[config.mk]
export PLATFORM = sky130hd
export DESIGN_NAME = useq_ctrl
export DESIGN_NICKNAME = d
export VERILOG_FILES = /design/src/rtl/useq_pkg.sv /design/src/rtl/useq_rom.sv /design/src/rtl/useq_next.sv /design/src/rtl/useq_ctrl.sv
export SDC_FILE = /design/constraint.sdc
export NUM_CORES = 1
export LEC_CHECK = 0
export ABC_AREA = 1
export BUFFER_PORTS_ARGS = -buffer_cell sky130_fd_sc_hd__buf_2
export CORE_MARGIN = 2
export CORE_UTILIZATION = 45
export CTS_CLUSTER_DIAMETER = 200
export DETAILED_ROUTE_END_ITERATION = 6
export PLACE_DENSITY_LB_ADDON = 0.12
export SLEW_MARGIN = 20
export SYNTH_ARGS = -nofsm -noshare
export SYNTH_HDL_FRONTEND = slang
export SYNTH_SLANG_ARGS = --single-unit
[constraint.sdc]
create_clock -name clk -period 2.2 [get_ports clk]
set_input_delay 0.11 -clock clk [delete_from_list [all_inputs] [get_ports clk]]
set_output_delay 0.11 -clock clk [all_outputs]
set_load 0.01 [all_outputs]
[src/rtl/useq_pkg.sv]
// Package: shared microword layout and address map of the control sequencer.
// Assumes an 8-bit microaddress and a 4-bit opcode field.
package useq_pkg;
    localparam int UADDR_W = 8;
    localparam int UWORD_W = 32;
    localparam int OPC_W   = 4;
    localparam int DISP_STRIDE = 16;
    localparam int DISP_OFFS   = 2;

    typedef struct packed {
        logic                pc_inc;
        logic                pc_wr;
        logic                pc_wrcond;
        logic                pc_src;
        logic                epc_wr;
        logic                iord;
        logic                mem_wr;
        logic                mem_rd;
        logic                ir_wr;
        logic                mdr_wr;
        logic                spc_wr;
        logic                alu_a;
        logic [1:0]          alu_b;
        logic                reg_src;
        logic [1:0]          reg_rd;
        logic [1:0]          reg_wr;
        logic [3:0]          funct;
        logic                branch;
        logic [UADDR_W-1:0]  link;
    } uword_t;

    // Entry address of the routine for a given opcode
    function automatic logic [UADDR_W-1:0] disp_addr(input int op);
        return UADDR_W'(DISP_STRIDE * op + DISP_OFFS);
    endfunction

    localparam logic [UADDR_W-1:0] A_FETCH  = '0;
    localparam logic [UADDR_W-1:0] A_DECODE = UADDR_W'(1);
    localparam logic [UADDR_W-1:0] A_RFMT   = disp_addr(1);
    localparam logic [UADDR_W-1:0] A_SLL    = disp_addr(2);
    localparam logic [UADDR_W-1:0] A_SRL    = disp_addr(3);
    localparam logic [UADDR_W-1:0] A_LOAD   = disp_addr(4);
    localparam logic [UADDR_W-1:0] A_STORE  = disp_addr(5);
    localparam logic [UADDR_W-1:0] A_BEQ    = disp_addr(6);
    localparam logic [UADDR_W-1:0] A_JMP    = disp_addr(7);
    localparam logic [UADDR_W-1:0] A_ADDI   = disp_addr(10);
    localparam logic [UADDR_W-1:0] A_SUBI   = disp_addr(11);
    localparam logic [UADDR_W-1:0] A_ANDI   = disp_addr(12);
    localparam logic [UADDR_W-1:0] A_ORI    = disp_addr(13);
endpackage

[src/rtl/useq_rom.sv]
// Control store: combinational read of one microword per address.
// Assumes unlisted addresses hold an all-zero word that links to fetch.
module useq_rom
    import useq_pkg::*;
(
    input  logic [UADDR_W-1:0] addr,
    output uword_t             word
);
    // Two-cycle ALU routine: operand/function setup, then write-back
    function automatic uword_t alu_step(input logic [1:0] bsel, input logic [3:0] fn,
                                        input logic wb, input logic [UADDR_W-1:0] nxt);
        uword_t w;
        w        = '0;
        w.alu_a  = 1'b1;
        w.alu_b  = bsel;
        w.funct  = fn;
        w.reg_wr = wb ? 2'b01 : 2'b00;
        w.link   = nxt;
        return w;
    endfunction

    // Microprogram table
    always_comb begin
        word = '0;
        case (addr)
            A_FETCH: begin
                word.pc_inc = 1'b1;
                word.ir_wr  = 1'b1;
                word.mem_rd = 1'b1;
                word.link   = A_DECODE;
            end
            A_DECODE: begin
                word.spc_wr = 1'b1;
                word.reg_rd = 2'b11;
                word.alu_b  = 2'b01;
                word.branch = 1'b1;
            end
            A_RFMT:      word = alu_step(2'b00, 4'h0, 1'b0, A_RFMT + 1'b1);
            A_RFMT + 1:  word = alu_step(2'b00, 4'h0, 1'b1, A_FETCH);
            A_SLL:       word = alu_step(2'b10, 4'h8, 1'b0, A_SLL + 1'b1);
            A_SLL + 1:   word = alu_step(2'b10, 4'h8, 1'b1, A_FETCH);
            A_SRL:       word = alu_step(2'b10, 4'h9, 1'b0, A_SRL + 1'b1);
            A_SRL + 1:   word = alu_step(2'b10, 4'h9, 1'b1, A_FETCH);
            A_LOAD:      word = alu_step(2'b01, 4'h0, 1'b0, A_LOAD + 1'b1);
            A_LOAD + 1: begin
                word        = alu_step(2'b01, 4'h0, 1'b0, A_LOAD + 2'd2);
                word.iord   = 1'b1;
                word.mem_rd = 1'b1;
                word.mdr_wr = 1'b1;
            end
            A_LOAD + 2: begin
                word.reg_src = 1'b1;
                word.reg_wr  = 2'b01;
            end
            A_STORE:     word = alu_step(2'b01, 4'h0, 1'b0, A_STORE + 1'b1);
            A_STORE + 1: begin
                word        = alu_step(2'b01, 4'h0, 1'b0, A_FETCH);
                word.iord   = 1'b1;
                word.mem_wr = 1'b1;
            end
            A_BEQ: begin
                word           = alu_step(2'b00, 4'h1, 1'b0, A_FETCH);
                word.pc_wrcond = 1'b1;
                word.pc_src    = 1'b1;
            end
            A_JMP:       word.pc_wr = 1'b1;
            A_ADDI:      word = alu_step(2'b01, 4'h0, 1'b0, A_ADDI + 1'b1);
            A_ADDI + 1:  word = alu_step(2'b01, 4'h0, 1'b1, A_FETCH);
            A_SUBI:      word = alu_step(2'b01, 4'h1, 1'b0, A_SUBI + 1'b1);
            A_SUBI + 1:  word = alu_step(2'b01, 4'h1, 1'b1, A_FETCH);
            A_ANDI:      word = alu_step(2'b10, 4'h2, 1'b0, A_ANDI + 1'b1);
            A_ANDI + 1:  word = alu_step(2'b10, 4'h2, 1'b1, A_FETCH);
            A_ORI:       word = alu_step(2'b10, 4'h3, 1'b0, A_ORI + 1'b1);
            A_ORI + 1:   word = alu_step(2'b10, 4'h3, 1'b1, A_FETCH);
            default:     word = '0;
        endcase
    end
endmodule

[src/rtl/useq_next.sv]
// Next-address selector: dispatch on opcode or follow the microword link.
// Assumes opcodes without a routine map to fetch.
module useq_next
    import useq_pkg::*;
(
    input  logic               branch,
    input  logic [UADDR_W-1:0] link,
    input  logic [OPC_W-1:0]   opcode,
    output logic [UADDR_W-1:0] next_addr
);
    logic [UADDR_W-1:0] disp;

    // Opcode dispatch table
    always_comb begin
        case (opcode)
            4'h0, 4'h8, 4'h9, 4'hE, 4'hF: disp = A_FETCH;
            default:                      disp = disp_addr(int'(opcode));
        endcase
    end

    // Choose dispatch target or sequential link
    always_comb next_addr = branch ? disp : link;
endmodule

[src/rtl/useq_ctrl.sv]
// Top of the microcoded sequencer: 32-bit present-state register loaded
// from the control store each cycle; outputs decode the held microword.
// Assumes ir is stable at the end of the decode cycle.
module useq_ctrl
    import useq_pkg::*;
#(
    parameter int IR_W = 16
) (
    input  logic            clk,
    input  logic            rst_n,
    input  logic [IR_W-1:0] ir,
    input  logic            eq,
    output logic            pc_inc,
    output logic            pc_we,
    output logic            pc_sel_branch,
    output logic            epc_we,
    output logic            addr_from_alu,
    output logic            mem_we,
    output logic            mem_re,
    output logic            ir_we,
    output logic            mdr_we,
    output logic            spc_we,
    output logic            alu_a_sel,
    output logic [1:0]      alu_b_sel,
    output logic            reg_src_mdr,
    output logic [1:0]      reg_rd_sel,
    output logic [1:0]      reg_we_sel,
    output logic [3:0]      alu_func
);
    localparam int OPC_LSB = IR_W - OPC_W;

    uword_t             cur_q;
    uword_t             rom_word;
    logic [UADDR_W-1:0] nxt_addr;
    logic [UADDR_W-1:0] rd_addr;

    useq_next u_next (
        .branch    (cur_q.branch),
        .link      (cur_q.link),
        .opcode    (ir[IR_W-1:OPC_LSB]),
        .next_addr (nxt_addr)
    );

    // Reset reads the fetch word, otherwise the selected successor
    always_comb rd_addr = rst_n ? nxt_addr : A_FETCH;

    useq_rom u_rom (
        .addr (rd_addr),
        .word (rom_word)
    );

    // Present-state register
    always_ff @(posedge clk) begin
        cur_q <= rom_word;
    end

    // Control outputs from the held microword
    always_comb begin
        pc_inc        = cur_q.pc_inc;
        pc_we         = cur_q.pc_wr | (cur_q.pc_wrcond & eq);
        pc_sel_branch = cur_q.pc_src;
        epc_we        = cur_q.epc_wr;
        addr_from_alu = cur_q.iord;
        mem_we        = cur_q.mem_wr;
        mem_re        = cur_q.mem_rd;
        ir_we         = cur_q.ir_wr;
        mdr_we        = cur_q.mdr_wr;
        spc_we        = cur_q.spc_wr;
        alu_a_sel     = cur_q.alu_a;
        alu_b_sel     = cur_q.alu_b;
        reg_src_mdr   = cur_q.reg_src;
        reg_rd_sel    = cur_q.reg_rd;
        reg_we_sel    = cur_q.reg_wr;
        alu_func      = cur_q.funct;
    end
endmodule

### Yosys cells after proc, flatten, opt, wreduce, memory -nomap -nowiden

Index checks and enable logic that the tools add are counted.

| word-level totals | value |
|---|---|
| register bits | 31 |
| logic and storage cells | 75 |

| cells by class | value |
|---|---|
| add/subtract/negate cells | 1 |
| eq/ne operators | 26 |
| multiplexer cells | 16 |
| bitwise logic cells | 2 |
| reductions and logical operators | 12 |

Operators with widths:

| operator | count |
|---|---|
| $pmux 8 s11 | 1 |
| $eq 8x8->1 const B | 8 |
| $eq 8x7->1 const B | 7 |
| $eq 8x6->1 const B | 4 |
| $mux 8 | 3 |
| $pmux 4 s5 | 1 |
| $reduce_or 19->1 | 1 |
| $eq 4x4->1 const B | 4 |
| $eq 8x5->1 const B | 2 |
| $reduce_or 8->1 | 2 |
| $pmux 5 s3 | 1 |
| $reduce_or 9->1 | 1 |
| $add 8x2->8 const B | 1 |
| $eq 8x1->1 const B | 1 |
| $logic_not 8->1 | 1 |
| $pmux 2 s2 | 2 |
| $reduce_or 2->1 | 4 |
| $mux 1 | 7 |
| $reduce_or 5->1 | 1 |
| $logic_not 4->1 | 1 |
| $reduce_or 3->1 | 1 |
| $mux 2 | 1 |
| $and 1x1->1 | 1 |
| $or 1x1->1 | 1 |

### Depth between registers and ports, before layout

Gate-level depths: netlist of the first run.

| logic depth | value |
|---|---|
| depth in word-level cells | 8 |
| mapped depth | 12 |
| gate-level depth less buffers | 12 |

### Cells and area by module

A second synthesis of the first run with hierarchy kept.

| unflattened totals | value |
|---|---|
| cell total of the unflattened synthesis | 190 |
| area total of the unflattened synthesis | 1367.6 um^2 |

Modules (own cells, without submodules):

| module | times used | cells an instance | area an instance (um^2) |
|---|---|---|---|
| useq_ctrl | 1 | 62 | 792.0 |
| useq_rom | 1 | 102 | 460.4 |
| useq_next | 1 | 26 | 115.1 |

### Worst setup path before layout of the first run

OpenSTA, ideal clock, no wires.

| timing | value |
|---|---|
| path type | reg-to-reg |
| start | register reg_rd_sel[0] (netlist name) |
| end | register cur_q (netlist bit alu_a_sel) |
| library setup time | 123 ps |
| arrival time | 1381 ps |
| required time | 2077 ps |
| setup slack | 696 ps |
| stages on the path, launching flop included | 12 |
| path buffers | 0 |
| clock period less this slack | 1504 ps |
| path through | dfxtp_1 > inv_2 > nand2_4 > inv_4 > nand2_1 > nand2_1 > nand2_1 > nor2_4 > nand2_4 > o21ai_1 > nor2_1 > nand3_1 |

RTL lines:

| element | line | RTL |
|---|---|---|
| end signal, assigned | useq_ctrl.sv:54 | `cur_q <= rom_word;` |
| end, declared | useq_ctrl.sv:32 | `uword_t cur_q;` |

==> results of run 1 <==
-- metrics by stage --
step / area, um2 / util [%]
floorplan: 1260 / -
CTS: 1360 / 50.6
detailed placement: 1330 / 49.6
global placement: 1330 / 49.6
finish: 1360 / 50.6
global route: 1360 / 50.6
-- placed cells by master, fill, tap and decap left out --
master / synthesis / final
a21o_1: 1 / 1
a21oi_1: 5 / 5
a21oi_4: 1 / 1
buf_2: 0 / 25
clkbuf_4: 0 / 3
clkinv_1: 1 / 1
clkinv_2: 0 / 1
conb_1: 1 / 3
dfxtp_1: 23 / 23
inv_1: 21 / 21
inv_2: 2 / 2
inv_4: 3 / 3
nand2_1: 45 / 45
nand2_2: 7 / 7
nand2_4: 6 / 6
nand3_1: 10 / 10
nand4_1: 4 / 4
nor2_1: 11 / 11
nor2_2: 9 / 9
nor2_4: 5 / 5
nor4_1: 1 / 1
o211ai_1: 1 / 1
o21ai_0: 2 / 2
o21ai_1: 1 / 1
-- power groups by stage --
stage / sequential [mW] / clock (mW) / combinational (mW)
after floorplan: 0.515 / 0 / 0.264
after global routing: 0.501 / 0.217 / 0.368
final: 0.494 / 0.187 / 0.331
after detailed placement: 0.504 / 0 / 0.332
after CTS: 0.495 / 0.198 / 0.332
after global placement: 0.501 / 0 / 0.330
-- how the worst max path moves through the flow --
stage	start	endpoint	slack (ps)	cells after the start
6_report	reg_rd_sel[0]	cur_q[0]	460	9
5_1_grt	reg_rd_sel[0]	cur_q[0]	260	9
4_1_cts	reg_rd_sel[0]	cur_q[0]	460	9
3_5_place_dp	reg_rd_sel[0]	cur_q[0]	480	9
3_3_place_gp	reg_rd_sel[0]	cur_q[0]	540	9
2_1_floorplan	reg_rd_sel[0]	alu_a_sel	700	11
-- routing by layer --
metal	routed length, um	vias to the layer above	GRT usage [%]
met5	0	-	0
met4	23	0	5.44
met3	108	2	4.15
met2	1210	21	29.7
met1	1070	485	20.2
li1	-	548	-
-- worst min-delay path: stages --
cell     delay, ps
buf_2          160
nand2_1        220
nor4_1          90
-- logic make-up (layout without fill, tap and decap cells) --
family / after synthesis / in the layout / share of synthesized area [%]
AO/OA/AOI/OAI: 11 / 11 / 5.71
buffers and inverters: 39 / 56 / 15.9
other: 1 / 3 / 0.300
AND/OR/NAND/NOR: 98 / 98 / 41.2
flip-flops: 23 / 23 / 36.8
-- final cells by class --
class	instances	area (um2)
Clock buffer	3	22.5
Clock inverter	1	5.00
Fill cell	292	1330
Inverter	27	109
Multi-Input combinational cell	112	598
Sequential cell	23	460
Tap cell	31	38.8
Timing Repair Buffer	25	125
==> summary.md, run 1 <==
| Metric | Value |
|---|---|
| Status | `complete, no violations` |
| Setup WS post-layout | `around 460 ps` |
| Final Total Pwr | `1.01 mW` |
| MaxCap Viol Count | `0` |
| R2R Path End | `cur_q[0]` |
| Worst path slowest cell | `dfxtp_1` |
| Initial DRT Pass Iterations | `4` |
| Sequential area share after synthesis | `between 30 and 40%` |
| Share of cells above drive strength 1 | `32.5%` |
| WHS Path Cells | `3` |
| Count leader, synth | `nand2_1` |
| Die Y-Extent | `about 57 um` |
| # nets final | `around 210` |
| Global-route wire length before repair | `4260 um` |
| Initial DRC count | `21` |
| Delay-heaviest family, CP | `simple AND/OR/NAND/NOR gates` |
| Worst hold slack | `between 300 and 400 ps` |
| Top area cells in the synthesized netlist | `dfxtp_1 37%, nand2_1 14%, buf_4 7.2%` |
| IO buf count | `25` |
| Peak per-stage delay on the critical path | `540 ps` |
| Crit path DAT | `1930 ps` |
| Commonest cells in the netlist | `45 x nand2_1, 23 x dfxtp_1, 21 x inv_1` |
| Worst hold path class | `in2reg` |
| RSZ-0062 raised after global routing | `false` |
| Clock power frac | `between 10% and 20%` |
| Worst-path clk slew | `between 100 and 150 ps` |
| CP Cell Sequence | `inv_2 -> nand2_4 -> inv_4 -> nand2_1 -> nand2_1 -> nand2_1 -> nor2_4 -> o21ai_0 -> nand4_1` |
| Yosys warning count | `0` |
| Pins Over Slew Limit | `0` |
| Die width | `56.7 um` |
| Post-CTS Setup Bufs | `0` |
| Worst path most repeated cell | `nand2_1` |
| Area grow syn2layout | `8.71%` |
| Crit-path max FO | `10` |
| Psw | `0.370 mW` |
| Worst Clk Skew | `around 3 ps` |
| Peak Freq | `0.574 GHz` |
| Synthesized area | `1250 um2` |
| PostCTS Resize Cnt | `0` |
| Flops & latches, synth | `23` |
| Post-synthesis area per instance | `7.27 um2` |
| Most flops, register | `cur_q` |
| Hold Path Sink | `cur_q[30]` |
| CTS tree | `built` |
| Drt via density | `4.76` |
| DR DRC count | `0` |
| CP Buf/Inv Count | `2` |
| Share of synthesized registers carrying an async set or reset | `0%` |
| Setup WS pre-CTS | `~480 ps` |
| PwrDens | `~750 nW/um2` |
| Routed Antenna Nets | `0` |
| Max reg flops | `8` |
| Number of synthesized flops with an enable pin | `0` |
| Tmin final | `approximately 1700 ps` |
| Reg2reg start | `reg_rd_sel[0]` |
| Initial Utilization | `46.5%` |
| Power Internal | `approximately 0.64 mW` |
| I/O pin total | `41` |
| Syn Inst Count | `172` |
| Crit. End Element | `flop` |
| Setup violations, final | `0` |
| CP required | `2390 ps` |
| Share of total power in sequential cells | `48.8%` |
| Comb pwr share | `32.7%` |
| Hold buffers post-CTS | `0` |
| Switching portion of total power | `36.5%` |
| Die area | `3220 um2` |
| Top FF cell, synth | `dfxtp_1` |
| Final Cycle Share | `79.2%` |
| Placeable Area | `2690 um2` |
| Final HPWL DP | `approximately 2000 um` |
| Count of final hold-check violations | `0` |
| Vias in the first global route | `~1,000` |
| Initial antenna violation count | `0` |
| Placer Congestion | `roughly 0.88` |
| H-tree depth | `1` |
| Antenna Cells | `0` |
| Leak pwr | `0.816 nW` |
| Proportion of netlist area held by the largest area contributor | `between 30% and 40%` |
| Worst hold path startpoint | `rst_n` |
| Rows | `19` |
| Clock Sinks | `23` |
| Clock Path Buffers | `2` |
| Vias | `1,056` |
| WL final | `2410 um` |
| Total CTS buffers | `3` |
| Placed insts | `218` |
| Startpoint type of the worst setup path | `flop` |
| Crit Path Class | `reg2reg` |
| Setup TNS | `0 ps` |
| Overflow after GRT | `0` |
| Layout Cells excl Fill | `approximately 220` |
| Overall Global Routing Usage | `17.0%` |
| Clk root buf | `clkbuf_4` |
| R2r worst-path depth | `9` |
| Worst VDD drop | `around 0.00045 V` |
| Area leader, netlist | `dfxtp_1` |
| Largest net degree at the start of global routing | `14` |
| Reg2reg setup slack | `~460 ps` |
| Wire per inst | `between 10 and 15 um` |
| Yosys cell types | `22` |
| Later-pin clock latency in the skew report | `310 ps` |
No activity file was read; power rests on OpenSTA's default activity.
==> run 2: changes to the inputs <==
clock period = 1.69 ns   (was 2.2 ns; I/O delays follow)
==> run 2 against run 1 <==
Combinational power increased by 37%; final cell count increased by 0.45%; sequential cell count unchanged; clock skew increased by 6.9 ps; clock power increased by 32%; utilization increased by 0.33 points; sequential power increased by 28%; first-iteration DRC count decreased by 33%; worst setup slack got worse by 270 ps; cell area increased by 0.64%; fmax increased by 16%; total power increased by 32%; largest power group unchanged.
==> summary.md, run 2 (synthesized netlist as in run 1, its figures left out) <==
| Metric | Value |
|---|---|
| R2r worst-path depth | `10 (was 9)` |
| Tmin final | `1500 ps (was 1740 ps)` |
| Crit path DAT | `1720 ps (was 1930 ps)` |
| Rows | `19 (unchanged)` |
| WL final | `2340 um (was 2410 um)` |
| WHS Path Cells | `6 (was 3)` |
| Psw | `0.483 mW (was 0.370 mW)` |
| H-tree depth | `1 (unchanged)` |
| Clock Path Buffers | `2 (unchanged)` |
| Placer Congestion | `0.886 (was 0.879)` |
| Max reg flops | `8 (unchanged)` |
| Initial Utilization | `46.5% (unchanged)` |
| Final Cycle Share | `88.9% (was 79.2%)` |
| CTS tree | `built (unchanged)` |
| Setup TNS | `0 ps (unchanged)` |
| Status | `complete, no violations (unchanged)` |
| Die Y-Extent | `56.7 um (unchanged)` |
| Drt via density | `4.72 (was 4.76)` |
| CP Cell Sequence | `inv_2 -> nand2_4 -> inv_4 -> nand2_1 -> nand2_1 -> nor2_2 -> nand2_4 -> o21ai_1 -> nor2_1 -> nand3_1 (was inv_2 -> nand2_4 -> inv_4 -> nand2_1 -> nand2_1 -> nand2_1 -> nor2_4 -> o21ai_0 -> nand4_1)` |
| Switching portion of total power | `36.2% (was 36.5%)` |
| Die area | `3220 um2 (unchanged)` |
| Worst hold slack | `279 ps (was 309 ps)` |
| Peak per-stage delay on the critical path | `370 ps (was 540 ps)` |
| Overall Global Routing Usage | `16.5% (was 17.0%)` |
| Commonest non-fill, non-tap cells in the layout | `45 x nand2_1, 25 x buf_2, 22 x dfxtp_1 (was 45 x nand2_1, 25 x buf_2, 23 x dfxtp_1)` |
| Most flops, register | `cur_q (unchanged)` |
| Total CTS buffers | `3 (unchanged)` |
| # nets final | `212 (was 211)` |
| Area of the multi-input gates | `598 um2 (unchanged)` |
| Area grow syn2layout | `9.41% (was 8.71%)` |
| Worst path slowest cell | `dfxtp_2 (was dfxtp_1)` |
| Peak Freq | `0.666 GHz (was 0.574 GHz)` |
| Overflow after GRT | `0 (unchanged)` |
| CP required | `1910 ps (was 2390 ps)` |
| Most common cell after layout, fill and taps aside | `nand2_1 (unchanged)` |
| Initial DRC count | `14 (was 21)` |
| Power Internal | `0.851 mW (was 0.643 mW)` |
| Post-CTS Setup Bufs | `0 (unchanged)` |
| DP Area | `1340 um2 (was 1330 um2)` |
| Setup violations, final | `0 (unchanged)` |
| Die width | `56.7 um (unchanged)` |
| Initial antenna violation count | `0 (unchanged)` |
| Utilization after layout | `50.9% (was 50.6%)` |
| DR DRC count | `0 (unchanged)` |
| Clock power frac | `18.5% (about the same)` |
| Worst VDD drop | `0.000758 V (was 0.000448 V)` |
| Seq. cell area | `462 um2 (was 460 um2)` |
| Crit Path Class | `reg2reg (unchanged)` |
| Pins Over Slew Limit | `0 (unchanged)` |
| Leak pwr | `0.822 nW (was 0.816 nW)` |
| Fill count | `287 (was 292)` |
| Comb pwr share | `34.0% (was 32.7%)` |
| Worst hold path class | `in2reg (unchanged)` |
| Count of final hold-check violations | `0 (unchanged)` |
| Routed Antenna Nets | `0 (unchanged)` |
| Share of cells above drive strength 1 | `33.3% (was 32.5%)` |
| Global-route wire length before repair | `4040 um (was 4260 um)` |
| Placed insts | `219 (was 218)` |
| Later-pin clock latency in the skew report | `320 ps (was 310 ps)` |
| Largest net degree at the start of global routing | `14 (unchanged)` |
| Share of total power in sequential cells | `47.5% (was 48.8%)` |
| Initial DRT Pass Iterations | `4 (unchanged)` |
| MaxCap Viol Count | `0 (unchanged)` |
| Clk root buf | `clkbuf_4 (unchanged)` |
| Vias in the first global route | `992 (was 997)` |
| Worst-path clk slew | `120 ps (about the same)` |
| Vias | `1,052 (was 1,056)` |
| Layout Cells excl Fill | `223 (was 222)` |
| PwrDens | `975 nW/um2 (was 745 nW/um2)` |
| Post-route cell area | `1370 um2 (was 1360 um2)` |
| RSZ-0062 raised after global routing | `false (unchanged)` |
| Wire per inst | `10.5 um (was 10.9 um)` |
| I/O pin total | `41 (unchanged)` |
| Worst Clk Skew | `9.88 ps (was 2.93 ps)` |
| Final HPWL DP | `1930 um (was 1970 um)` |
| PostCTS Resize Cnt | `0 (unchanged)` |
| Placeable Area | `2690 um2 (unchanged)` |
| Crit-path max FO | `6 (was 10)` |
| Crit. End Element | `flop (unchanged)` |
| Antenna Cells | `0 (unchanged)` |
| Hold buffers post-CTS | `0 (unchanged)` |
| IO buf count | `25 (unchanged)` |
| Clock Sinks | `23 (unchanged)` |
| Startpoint type of the worst setup path | `flop (unchanged)` |
run 2: cell count changes in the layout (fill, tap and decap cells not counted):
cell	delta
o21ai_1	+1
o21ai_0	-1
buf_4	+1
dfxtp_2	+1
dfxtp_1	-1
run 2: critical path: cells and delay by family, from the launching register on:
kind	cells	cell delay [ps]
compound gates	1	70
simple gates	7	760
flops	1	370
buf+inv	2	210
run 2: path summary, 6_finish.rpt:
| path | from | to | slack [ps] |
|---|---|---|---|
| max | reg_rd_sel[0] | alu_a_sel | 190 |
| min | ir[15] | cur_q[30] | 280 |
| max reg2reg | reg_rd_sel[0] | alu_a_sel | 190 |
| min reg2reg | cur_q[2] | reg_src_mdr | 640 |
run 2: through the flow:
stage	setup slack, ps	power (mW)
2_1_floorplan	186	1.01
5_1_grt	19.8	1.42
3_5_place_dp	125	1.10
3_3_place_gp	155	1.10
4_1_cts	90.9	1.36
6_report	188	1.33
run 2: power groups by stage:
stage	clock, mW	combinational (mW)	sequential (mW)
4_1_cts	0.267	0.458	0.634
2_1_floorplan	0	0.343	0.670
5_1_grt	0.276	0.502	0.642
3_5_place_dp	0	0.457	0.646
6_report	0.246	0.454	0.633
3_3_place_gp	0	0.453	0.643
run 2: layout make-up:
class	count	area share (%)
Multi-Input combinational cell	112	43.7
Sequential cell	23	33.8
Timing Repair Buffer	26	9.70
Inverter	27	7.96
Tap cell	31	2.84
Clock buffer	3	1.65
Clock inverter	1	0.366
run 2: routing by layer:
metal | vias to the layer above | share of wire, % | global-route usage, %
met5 | - | 0 | 0
met4 | 0 | 2.1 | 8.50
met3 | 5 | 4.7 | 4.15
met2 | 21 | 49 | 28.2
met1 | 472 | 44 | 18.8
li1 | 554 | - | -
==> run 3: changes to the inputs <==
CORE_UTILIZATION = 35   (was 45)
==> run 3 against run 2 <==
Count of clock-buffer cells in the layout unchanged; clock power about the same; global-route usage decreased by 3.0 points; register-to-register slack got worse by 50 ps; critical path depth decreased by 2; utilization decreased by 10 points; worst setup slack got worse by 53 ps; via count increased by 0.19%; largest power group unchanged.
==> summary.md, run 3 (synthesized netlist as in run 1, its figures left out) <==
| Metric | Value |
|---|---|
| Wire per inst | `10.3 um (was 10.5 um)` |
| Vias | `1,054 (was 1,052)` |
| DR DRC count | `0 (unchanged)` |
| Peak per-stage delay on the critical path | `380 ps (was 370 ps)` |
| Routed Antenna Nets | `0 (unchanged)` |
| Initial antenna violation count | `0 (unchanged)` |
| Hold buffers post-CTS | `0 (unchanged)` |
| Crit path DAT | `1750 ps (was 1720 ps)` |
| CP Buf/Inv Count | `2 (unchanged)` |
| Clock Sinks | `23 (unchanged)` |
| Placer Congestion | `0.869 (was 0.886)` |
| Max reg flops | `8 (unchanged)` |
| Peak Freq | `0.643 GHz (was 0.666 GHz)` |
| Area grow syn2layout | `10.9% (was 9.41%)` |
| RSZ-0062 raised after global routing | `false (unchanged)` |
| Setup WS post-layout | `135 ps (was 188 ps)` |
| Vias in the first global route | `1,023 (was 992)` |
| WL final | `2450 um (was 2340 um)` |
| H-tree depth | `1 (unchanged)` |
| Setup violations, final | `0 (unchanged)` |
| GR Util met2 | `23.4% (was 28.2%)` |
| CP startpoint | `reg_rd_sel[0] (unchanged)` |
| Largest net degree at the start of global routing | `14 (unchanged)` |
| Overflow after GRT | `0 (unchanged)` |
| Most common cell after layout, fill and taps aside | `nand2_1 (unchanged)` |
| Worst Clk Skew | `6.00 ps (was 9.88 ps)` |
| Final Cycle Share | `92.0% (was 88.9%)` |
| I/O pin total | `41 (unchanged)` |
| Layout Cells excl Fill | `238 (was 223)` |
| Worst hold path class | `in2reg (unchanged)` |
| Worst VDD drop | `0.000462 V (was 0.000758 V)` |
| Die width | `63.8 um (was 56.7 um)` |
| Worst path slowest cell | `dfxtp_2 (unchanged)` |
| Initial DRT Pass Iterations | `4 (unchanged)` |
| Reg2reg start | `reg_rd_sel[0] (unchanged)` |
| Grt peak-use layer | `met2 (unchanged)` |
| Utilization after layout | `40.9% (was 50.9%)` |
| Worst path most repeated cell | `inv_2` |
| GRT met1 Usage | `16.7% (was 18.8%)` |
| CP Cell Sequence | `inv_2 -> nand2_4 -> nor2_1 -> a21oi_4 -> inv_2 -> nor2_4 -> o21ai_0 -> nand4_1 (was inv_2 -> nand2_4 -> inv_4 -> nand2_1 -> nand2_1 -> nor2_2 -> nand2_4 -> o21ai_1 -> nor2_1 -> nand3_1)` |
| Placeable Area | `3390 um2 (was 2690 um2)` |
| Most flops, register | `cur_q (unchanged)` |
| Tmin final | `1560 ps (was 1500 ps)` |
| Initial Utilization | `36.9% (was 46.5%)` |
| Fill count | `370 (was 287)` |
| Clk root buf | `clkbuf_4 (unchanged)` |
| CP required | `1880 ps (was 1910 ps)` |
| Worst hold path startpoint | `rst_n (was ir[15])` |
| Delay-heaviest family, CP | `simple AND/OR/NAND/NOR gates (unchanged)` |
| Crit. End Element | `flop (unchanged)` |
| Die Y-Extent | `63.8 um (was 56.7 um)` |
| Startpoint type of the worst setup path | `flop (unchanged)` |
| Count of final hold-check violations | `0 (unchanged)` |
| Share of cells above drive strength 1 | `33.3% (unchanged)` |
| Worst hold slack | `262 ps (was 279 ps)` |
| Status | `complete, no violations (unchanged)` |
| Worst-path clk slew | `120 ps (about the same)` |
| Clock Path Buffers | `2 (unchanged)` |
| Setup WS pre-CTS | `57.7 ps (was 125 ps)` |
| IO buf count | `25 (unchanged)` |
| CTS tree | `built (unchanged)` |
| Final HPWL DP | `2040 um (was 1930 um)` |
| Placed insts | `234 (was 219)` |
| Crit-path max FO | `7 (was 6)` |
| Setup TNS | `0 ps (unchanged)` |
| Drt via density | `4.43 (was 4.72)` |
| # nets final | `212 (unchanged)` |
| Total CTS buffers | `3 (unchanged)` |
| Initial DRC count | `32 (was 14)` |
| Leak pwr | `0.822 nW (about the same)` |
| MaxCap Viol Count | `0 (unchanged)` |
| PwrDens | `965 nW/um2 (was 975 nW/um2)` |
| Antenna Cells | `0 (unchanged)` |
| Die area | `4070 um2 (was 3220 um2)` |
| Crit Path Class | `reg2reg (unchanged)` |
| GR Layer Usage met3 | `3.87% (was 4.15%)` |
| Later-pin clock latency in the skew report | `310 ps (was 320 ps)` |
| Overall Global Routing Usage | `13.5% (was 16.5%)` |
| Rows | `21 (was 19)` |
| Pins Over Slew Limit | `0 (unchanged)` |
| Global-route wire length before repair | `4340 um (was 4040 um)` |
| Commonest non-fill, non-tap cells in the layout | `45 x nand2_1, 25 x buf_2, 22 x dfxtp_1 (unchanged)` |
-- run 3: worst paths after layout --
path	to	slack [ps]	depth (start not counted)
worst max register to register	cur_q[0]	130	8
worst min register to register	reg_src_mdr	640	4
worst max-delay path	cur_q[0]	130	8
worst min-delay path	cur_q[30]	260	3
-- run 3: worst register-to-register path, cell delays in order, from the launching register on --
cell and delay [ps]:
dfxtp_2 380, inv_2 100, nand2_4 60, nor2_1 190, a21oi_4 80, inv_2 150
nor2_4 70, o21ai_0 270, nand4_1 130
-- run 3: repair_timing --
action / 4_1_cts / 5_1_grt
resized for setup: 0 / 1
buffers inserted: 0 / 0
setup endpoints to repair: 0 / 7
-- run 3: layer usage --
layer,vias up,part of all wire [%]
met1,467,44
met4,0,0.90
met5,-,0
met2,28,50
li1,555,-
met3,4,5.7
-- run 3: through the flow --
stage / area [um2] / power [mW]
after CTS: 1390 / 1.36
after detailed placement: 1360 / 1.11
after floorplan: 1260 / 1.01
final: 1390 / 1.34
after global placement: 1360 / 1.10
after global routing: 1390 / 1.44
-- run 3: cell type report --
cell class	count	area, um2	area share (%)
inverters	27	109	7.85
clock inverters	1	5.00	0.361
clock buffers	3	22.5	1.62
multi-input cells	112	598	43.1
flip-flops and latches	23	462	33.3
repair buffers	26	133	9.57
well taps	46	57.6	4.15
-- run 3: power by group --
part	switching, mW	total (mW)	internal [mW]
clock network	0.160	0.249	0.0886
registers	0.0362	0.639	0.603
logic	0.291	0.450	0.158
